### src/rtl/fq_pkg.sv
package fq_pkg;

  // Counter step used by every per-thread and total counter.
  function automatic int unsigned fq_bump(int unsigned cnt, bit inc, bit dec);
    return cnt + (inc ? 1 : 0) - (dec ? 1 : 0);
  endfunction

  // Depth legality: a power of two of at least two.
  function automatic bit fq_depth_ok(int depth);
    return (depth >= 2) && ((depth & (depth - 1)) == 0);
  endfunction

endpackage

### src/rtl/fq_ptrs.sv
module fq_ptrs #(
  parameter int DEPTH = 8,
  parameter int PW    = 3
) (
  input  logic          clk,
  input  logic          rst_n,
  input  logic          adv_head,
  input  logic          adv_tail,
  output logic [PW-1:0] head_idx,
  output logic [PW-1:0] tail_idx,
  output logic [PW:0]   stored
);
  // One extra wrap bit beyond the index lets full and empty be told apart.
  logic [PW:0] head_q, tail_q;

  always_ff @(posedge clk or negedge rst_n) begin
    if (!rst_n) begin
      head_q <= '0;
      tail_q <= '0;
    end else begin
      if (adv_head) head_q <= head_q + (PW+1)'(1);
      if (adv_tail) tail_q <= tail_q + (PW+1)'(1);
    end
  end

  assign head_idx = head_q[PW-1:0];
  assign tail_idx = tail_q[PW-1:0];
  assign stored   = tail_q - head_q;
endmodule

### src/rtl/fq_store.sv
module fq_store #(
  parameter int DEPTH = 8,
  parameter int PW    = 3,
  parameter int TAG_W = 16,
  parameter int TID_W = 2
) (
  input  logic             clk,
  input  logic             rst_n,
  input  logic             wr_en,
  input  logic [PW-1:0]    wr_idx,
  input  logic [TAG_W-1:0] wr_tag,
  input  logic [TID_W-1:0] wr_tid,
  input  logic             kill_all,
  input  logic             kill_one,
  input  logic [TID_W-1:0] kill_tid,
  input  logic [PW-1:0]    rd_idx,
  output logic [TAG_W-1:0] rd_tag,
  output logic [TID_W-1:0] rd_tid,
  output logic             rd_dead
);
  logic [TAG_W-1:0] tag_q  [DEPTH];
  logic [TID_W-1:0] tid_q  [DEPTH];
  logic             dead_q [DEPTH];

  // Squash marks every slot whose thread matches. Slots outside the
  // head..tail window are rewritten with a clear flag before use, so
  // marking them is harmless and saves a range comparator per slot.
  always_ff @(posedge clk or negedge rst_n) begin
    if (!rst_n) begin
      for (int e = 0; e < DEPTH; e++) begin
        tag_q[e]  <= '0;
        tid_q[e]  <= '0;
        dead_q[e] <= 1'b0;
      end
    end else begin
      for (int e = 0; e < DEPTH; e++) begin
        if (wr_en && (wr_idx == PW'(e))) begin
          tag_q[e]  <= wr_tag;
          tid_q[e]  <= wr_tid;
          dead_q[e] <= 1'b0;
        end else if (kill_all || (kill_one && (tid_q[e] == kill_tid))) begin
          dead_q[e] <= 1'b1;
        end
      end
    end
  end

  assign rd_tag  = tag_q[rd_idx];
  assign rd_tid  = tid_q[rd_idx];
  assign rd_dead = dead_q[rd_idx];
endmodule

### src/rtl/fq_thread_ctr.sv
module fq_thread_ctr
  import fq_pkg::*;
#(
  parameter int CNT_W = 4
) (
  input  logic             clk,
  input  logic             rst_n,
  input  logic             rsv_inc,
  input  logic             app_inc,
  input  logic             pull_live,
  input  logic             pull_dead,
  input  logic             kill,
  output logic [CNT_W-1:0] val_cnt,
  output logic [CNT_W-1:0] rsv_cnt,
  output logic [CNT_W-1:0] dead_cnt
);
  always_ff @(posedge clk or negedge rst_n) begin
    if (!rst_n) begin
      val_cnt  <= '0;
      rsv_cnt  <= '0;
      dead_cnt <= '0;
    end else if (kill) begin
      dead_cnt <= dead_cnt + val_cnt;
      val_cnt  <= '0;
      rsv_cnt  <= '0;
    end else begin
      val_cnt  <= CNT_W'(fq_bump(int'(val_cnt), app_inc, pull_live));
      rsv_cnt  <= CNT_W'(fq_bump(int'(rsv_cnt), rsv_inc, app_inc));
      dead_cnt <= CNT_W'(fq_bump(int'(dead_cnt), 1'b0, pull_dead));
    end
  end
endmodule

### src/rtl/fetch_queue_mt.sv
module fetch_queue_mt
  import fq_pkg::*;
#(
  parameter int DEPTH    = 8,
  parameter int NTHREADS = 4,
  parameter int TAG_W    = 16,
  parameter int TID_W    = (NTHREADS > 1) ? $clog2(NTHREADS) : 1,
  parameter int CNT_W    = $clog2(DEPTH + 1)
) (
  input  logic                      clk,
  input  logic                      rst_n,
  input  logic                      rsv_req,
  input  logic [TID_W-1:0]          rsv_tid,
  input  logic                      app_req,
  input  logic [TID_W-1:0]          app_tid,
  input  logic [TAG_W-1:0]          app_tag,
  input  logic                      pull_req,
  input  logic                      sq_all,
  input  logic                      sq_one,
  input  logic [TID_W-1:0]          sq_tid,
  output logic                      out_avail,
  output logic [TAG_W-1:0]          out_tag,
  output logic [TID_W-1:0]          out_tid,
  output logic                      out_squashed,
  output logic [CNT_W-1:0]          occupancy,
  output logic                      full,
  output logic [CNT_W-1:0]          val_total,
  output logic [CNT_W-1:0]          rsv_total,
  output logic [CNT_W-1:0]          sq_total,
  output logic [NTHREADS*CNT_W-1:0] val_thr,
  output logic [NTHREADS*CNT_W-1:0] rsv_thr,
  output logic [NTHREADS*CNT_W-1:0] sq_thr
);
  localparam int PW = $clog2(DEPTH);

  if (!fq_depth_ok(DEPTH)) begin : g_bad_depth
    $error("fetch_queue_mt: DEPTH must be a power of two");
  end

  // Per-thread counter values.
  logic [CNT_W-1:0] val_c [NTHREADS];
  logic [CNT_W-1:0] rsv_c [NTHREADS];
  logic [CNT_W-1:0] sq_c  [NTHREADS];

  // Named events, also seen by the checker.
  logic sq_any, rsv_fire, app_fire, pull_fire, pull_live, pull_dead;
  logic app_has_rsv;

  logic [PW-1:0]    head_idx, tail_idx;
  logic [PW:0]      stored;
  logic [TAG_W-1:0] head_tag;
  logic [TID_W-1:0] head_tid;
  logic             head_dead;

  logic [CNT_W-1:0] val_tot_q, rsv_tot_q, sq_tot_q;
  logic [CNT_W-1:0] kill_val, kill_rsv;

  assign sq_any      = sq_all | sq_one;
  assign app_has_rsv = (int'(app_tid) < NTHREADS) && (rsv_c[app_tid] != '0);
  assign rsv_fire    = rsv_req  & ~full & ~sq_any;
  assign app_fire    = app_req  & app_has_rsv & ~sq_any;
  assign pull_fire   = pull_req & (stored != '0) & ~sq_any;
  assign pull_live   = pull_fire & ~head_dead;
  assign pull_dead   = pull_fire &  head_dead;

  fq_ptrs #(.DEPTH(DEPTH), .PW(PW)) ptrs_i (
    .clk      (clk),
    .rst_n    (rst_n),
    .adv_head (pull_fire),
    .adv_tail (app_fire),
    .head_idx (head_idx),
    .tail_idx (tail_idx),
    .stored   (stored)
  );

  fq_store #(.DEPTH(DEPTH), .PW(PW), .TAG_W(TAG_W), .TID_W(TID_W)) store_i (
    .clk      (clk),
    .rst_n    (rst_n),
    .wr_en    (app_fire),
    .wr_idx   (tail_idx),
    .wr_tag   (app_tag),
    .wr_tid   (app_tid),
    .kill_all (sq_all),
    .kill_one (sq_one),
    .kill_tid (sq_tid),
    .rd_idx   (head_idx),
    .rd_tag   (head_tag),
    .rd_tid   (head_tid),
    .rd_dead  (head_dead)
  );

  for (genvar t = 0; t < NTHREADS; t++) begin : g_thr
    logic is_rsv, is_app, is_head, is_kill;
    assign is_rsv  = rsv_fire && (rsv_tid  == TID_W'(t));
    assign is_app  = app_fire && (app_tid  == TID_W'(t));
    assign is_head = head_tid == TID_W'(t);
    assign is_kill = sq_all || (sq_one && (sq_tid == TID_W'(t)));

    fq_thread_ctr #(.CNT_W(CNT_W)) ctr_i (
      .clk       (clk),
      .rst_n     (rst_n),
      .rsv_inc   (is_rsv),
      .app_inc   (is_app),
      .pull_live (pull_live & is_head),
      .pull_dead (pull_dead & is_head),
      .kill      (is_kill),
      .val_cnt   (val_c[t]),
      .rsv_cnt   (rsv_c[t]),
      .dead_cnt  (sq_c[t])
    );

    assign val_thr[t*CNT_W +: CNT_W] = val_c[t];
    assign rsv_thr[t*CNT_W +: CNT_W] = rsv_c[t];
    assign sq_thr[t*CNT_W +: CNT_W]  = sq_c[t];
  end

  // Totals are kept in their own registers and cross-checked against the
  // per-thread sums by the checker.
  assign kill_val = sq_all ? val_tot_q : val_c[sq_tid];
  assign kill_rsv = sq_all ? rsv_tot_q : rsv_c[sq_tid];

  always_ff @(posedge clk or negedge rst_n) begin
    if (!rst_n) begin
      val_tot_q <= '0;
      rsv_tot_q <= '0;
      sq_tot_q  <= '0;
    end else if (sq_any) begin
      val_tot_q <= val_tot_q - kill_val;
      rsv_tot_q <= rsv_tot_q - kill_rsv;
      sq_tot_q  <= sq_tot_q + kill_val;
    end else begin
      val_tot_q <= CNT_W'(fq_bump(int'(val_tot_q), app_fire, pull_live));
      rsv_tot_q <= CNT_W'(fq_bump(int'(rsv_tot_q), rsv_fire, app_fire));
      sq_tot_q  <= CNT_W'(fq_bump(int'(sq_tot_q), 1'b0, pull_dead));
    end
  end

  assign occupancy    = CNT_W'(stored) + rsv_tot_q;
  assign full         = occupancy == CNT_W'(DEPTH);
  assign val_total    = val_tot_q;
  assign rsv_total    = rsv_tot_q;
  assign sq_total     = sq_tot_q;
  assign out_avail    = stored != '0;
  assign out_tag      = head_tag;
  assign out_tid      = head_tid;
  assign out_squashed = head_dead;
endmodule

### config.mk
export PLATFORM = sky130hd
export DESIGN_NAME = fetch_queue_mt
export DESIGN_NICKNAME = d
export VERILOG_FILES = /design/src/rtl/fq_pkg.sv /design/src/rtl/fq_ptrs.sv /design/src/rtl/fq_store.sv /design/src/rtl/fq_thread_ctr.sv /design/src/rtl/fetch_queue_mt.sv
export SDC_FILE = /design/constraint.sdc
export NUM_CORES = 1
export LEC_CHECK = 0
export ABC_AREA = 1
export CAP_MARGIN = 20
export CORE_MARGIN = 3
export CORE_UTILIZATION = 54
export CTS_BUF_LIST = sky130_fd_sc_hd__clkbuf_8
export CTS_CLUSTER_SIZE = 16
export DETAILED_ROUTE_END_ITERATION = 16
export HOLD_SLACK_MARGIN = 0.1
export PLACE_DENSITY = 0.87
export RECOVER_POWER = 50
export SETUP_SLACK_MARGIN = 0.1
export SYNTH_ARGS = -nofsm -noshare
export SYNTH_HDL_FRONTEND = slang
export SYNTH_SLANG_ARGS = --single-unit
### constraint.sdc
create_clock -name clk -period 3.47 [get_ports clk]
set_input_delay 0.694 -clock clk [delete_from_list [all_inputs] [get_ports clk]]
set_output_delay 0.694 -clock clk [all_outputs]
set_load 0.01 [all_outputs]
==> impl_metrics.py <==
metrics = {
    "sta": {
        "setup_viol": 14,
        "maxSlewViolCount": 199,
        "max_freq_mhz": 268.1,
        "rsz0062_at_grt": "true",
        "layout_min_cycle_time_ns": 3.730,
        "slew_headroom_pct": -16.98,
        "timing.final.hold_violations": 0,
        "min_period_over_period_pct": 107.5,
        "tightest_slew_ns": 1.755,
        "layout_setup_ws_ns": -0.2600,
        "skew_ns": 0.02420,
    },
    "synthesis": {
        "syn_nets": 1625,
        "synth_edf_count": 0,
        "seq_area_frac_synth_pct": 44.08,
        "synth-main-ff-cell": "dfrtp_1",
        "synth.avg_cell_area_um2": 8.309,
        "synth_warnings": 0,
        "yosysTopAreaCellShare_pct": 44.08,
        "synth.lib_cells_used.distinct": 46,
        "netlist_top_cells_area": "dfrtp_1, nand2_1, ha_1",
        "ys_seq_elements": 220,
        "async_flop_share_pct": 100.0,
        "yosys.area.top_type": "dfrtp_1",
        "syn_area_um2": 12490,
        "syn_inst": 1503,
    },
    "outcome": {
        "status": "complete, but fails checks",
        "violations": "max-capacitance violations, max-slew violations, negative setup slack",
    },
    "global_route": {
        "track_usage_pct": 28.46,
        "use_met2_pct": 46.24,
        "grt_busiest_layer": "met2",
        "grt_max_degree": 80,
        "antenna_found_initial": 0,
        "grt_pass1_wl_um": 57570,
        "grtUsageMet3_pct": 5.878,
        "grt_pass1_vias": 11500,
        "grt_remaining_overflow": 0,
        "use_met1_pct": 37.05,
    },
    "pwr": {
        "swShare_pct": 41.57,
        "power_density_nw_per_um2": 807.1,
        "switching_power_uw": 5276,
        "p_int_uw": 7414,
        "p_clk_share_pct": 19.7,
        "fin_total_pwr_uw": 12690,
        "max-vdd-ir-drop_uv": 670.1,
        "p_leak_uw": 0.007516,
        "p_comb_share_pct": 53.5,
        "p_seq_share_pct": 26.8,
    },
    "critical_path": {
        "worstPathArrival_ns": 4.20,
        "cp_max_fo": 5,
        "r2r-end": "g_thr[1].ctr_i.rsv_cnt[1]",
        "path_class": "register to register",
        "r2r_slack_ns": -0.26,
        "rr_worst_depth": 22,
        "critPathRequiredTime_ns": 3.94,
        "r2r_start": "ptrs_i.tail_q[0]",
        "cp-end-kind": "register",
        "setup.worst_path.start_class": "register",
    },
    "clocking": {
        "cts_tree": "done",
        "htree_levels": 2,
        "cts_buffer_depth": 3,
        "path_clk_slew_ns": 0.06,
        "cts_hold_buf": 0,
        "clock-root-buffer": "clkbuf_8",
        "clkSinkCount": 220,
        "insertion_delay_ns": 0.56,
        "cts_buffers": 39,
    },
    "worst_hold_path": {
        "hold_depth": 2,
        "min_path_type": "register to register",
        "min_to": "store_i.tag_q[95]",
        "hp-start": "store_i.tag_q[95]",
    },
    "route": {
        "drc": 0,
        "avgViaCountPerCell": 5.963,
        "dr_total_vias": 11830,
        "wl_per_cell_um": 19.24,
        "antenna_left": 0,
        "wirelength_um": 38170,
        "drt-initial-drc-count": 1473,
        "drt_pass1_iterations": 8,
    },
    "finish": {
        "finish.utilization_pct": 69.23,
        "final_nets": 1793,
        "drive_gt1_share_pct": 17.07,
        "antennaDiodeCount": 0,
        "seqCellArea_um2": 5507,
        "n_fill_cell": 1454,
        "fin_area_um2": 15720,
        "syn2layout_area_growth_pct": 25.90,
        "instances_no_fill": 1984,
        "mostFrequentLayoutCell": "nand2_1",
        "final_cell_mix": "nand2_1, dfrtp_1, nor2_1",
        "multi_input_area_um2": 6409,
    },
    "floorplan": {
        "rows": 55,
        "boundaryPins": 114,
        "dieHeight_um": 158.1,
        "core_um2": 22710,
        "start_util_pct": 54.99,
        "die_w_um": 158.1,
        "dieArea_um2": 24990,
    },
    "placement": {
        "placed_cell_area_um2": 14170,
        "placed_cells": 1892,
        "io_buffers": 113,
        "hpwl_um": 22250,
        "gp_congestion": 0.9310,
    },
    "flow_run": {
        "drv_cap": 4,
    },
}
## flip-flops by register name, summed over array words and instances, names as in the netlist
register,cells
ptrs_i.head_q,4
ptrs_i.tail_q,4
g_thr.ctr_i.val_cnt,16
store_i.tag_q,128
g_thr.ctr_i.rsv_cnt,16
sq_total,4
store_i.tid_q,16
store_i.dead_q,8
val_total,4
rsv_total,4
g_thr.ctr_i.dead_cnt,16
## cell usage after synthesis (28+ instances only)
library cell and instances:
o21ai_1 56, nand2_1 262, xnor2_1 33, a21oi_1 28, nor2_1 189, nand3_1 50
clkbuf_1 28, dfrtp_1 220, ha_1 74, o21ai_0 172, o22ai_1 29, inv_1 183
## routing by layer
layer | vias to the layer above | routed length [um]
met2 | 764 | 18520
met3 | 156 | 3791
li1 | 5222 | -
met1 | 5689 | 14240
met4 | 0 | 1620
met5 | - | 0
## worst max-delay path: stages, from the launching register on
cell and delay, ns:
dfrtp_1 0.40, inv_2 0.09, ha_4 0.13, inv_2 0.05, fa_2 0.38, nand2_2 0.09, inv_2 0.05, nor2_4 0.10
ha_4 0.22, a21oi_2 0.15, nand2_2 0.08, xor2_2 0.14, xor2_1 0.16, buf_4 0.15, nand2_4 0.05, buf_6 0.14
nand4_1 0.12, ha_1 0.32, inv_2 0.04, ha_4 0.16, fa_2 0.55, inv_2 0.04, nor2_2 0.07
## stage by stage
step,hold slack (ns),TNS (ns),worst slack (ns)
final,0.4803,-2.436,-0.2600
after global routing,0.5063,-7.968,-0.4629
after CTS,0.1759,-2.079,-0.1749
after detailed placement,0.4675,-3.120,-0.2974
after global placement,0.4607,-1.201,-0.1589
after floorplan,0.3984,-0.4800,-0.1059
## worst max path at each step
stage                                start  slack [ns]                        end  cells after the start
final                     ptrs_i.tail_q[0]       -0.26  g_thr[1].ctr_i.rsv_cnt[1]                     22
after global routing      ptrs_i.tail_q[0]       -0.46  g_thr[1].ctr_i.rsv_cnt[1]                     22
after CTS                 ptrs_i.tail_q[0]       -0.17  g_thr[1].ctr_i.rsv_cnt[1]                     22
after detailed placement  ptrs_i.tail_q[0]       -0.30               rsv_total[2]                     22
after global placement    ptrs_i.tail_q[0]       -0.16  g_thr[2].ctr_i.rsv_cnt[1]                     20
after floorplan           ptrs_i.tail_q[0]       -0.11               rsv_total[2]                     22
## cell families (layout without fill, tap and decap cells)
family / count (synthesis) / count (layout) / synth area share, %
AND/OR/NAND/NOR: 537 / 537 / 17.87
AO/OA/AOI/OAI: 338 / 338 / 15.01
buffers and inverters: 264 / 460 / 8.987
flip-flops: 220 / 220 / 44.08
adder cells (fa/ha/maj): 93 / 93 / 10.46
XOR/XNOR: 50 / 50 / 3.507
multiplexers: 1 / 1 / 0.08016
## repair_timing
action / in CTS / in global routing
endpoints found under the setup margin: 50 / 67
cloned: 1 / 2
setup buffers: 6 / 16
hold endpoints to repair: 0 / 0
resized for setup: 67 / 100
pin swaps: 31 / 43
## power by group through the flow
stage	logic [uW]	registers, uW	clock network, uW
detailed placement	5640	3400	0
floorplan	3230	3430	0
global route	7340	3450	2630
global placement	5440	3380	0
CTS	6060	3370	2500
finish	6780	3410	2500
## area by class of cell
| class | instances | share of cell area [%] |
|---|---|---|
| Clock buffer | 47 | 4.114 |
| Clock inverter | 22 | 0.9550 |
| Inverter | 195 | 4.751 |
| Multi-Input combinational cell | 1019 | 40.76 |
| Sequential cell | 220 | 35.02 |
| Tap cell | 285 | 2.268 |
| Timing Repair Buffer | 196 | 12.13 |
(Power assumes the default switching activity.)
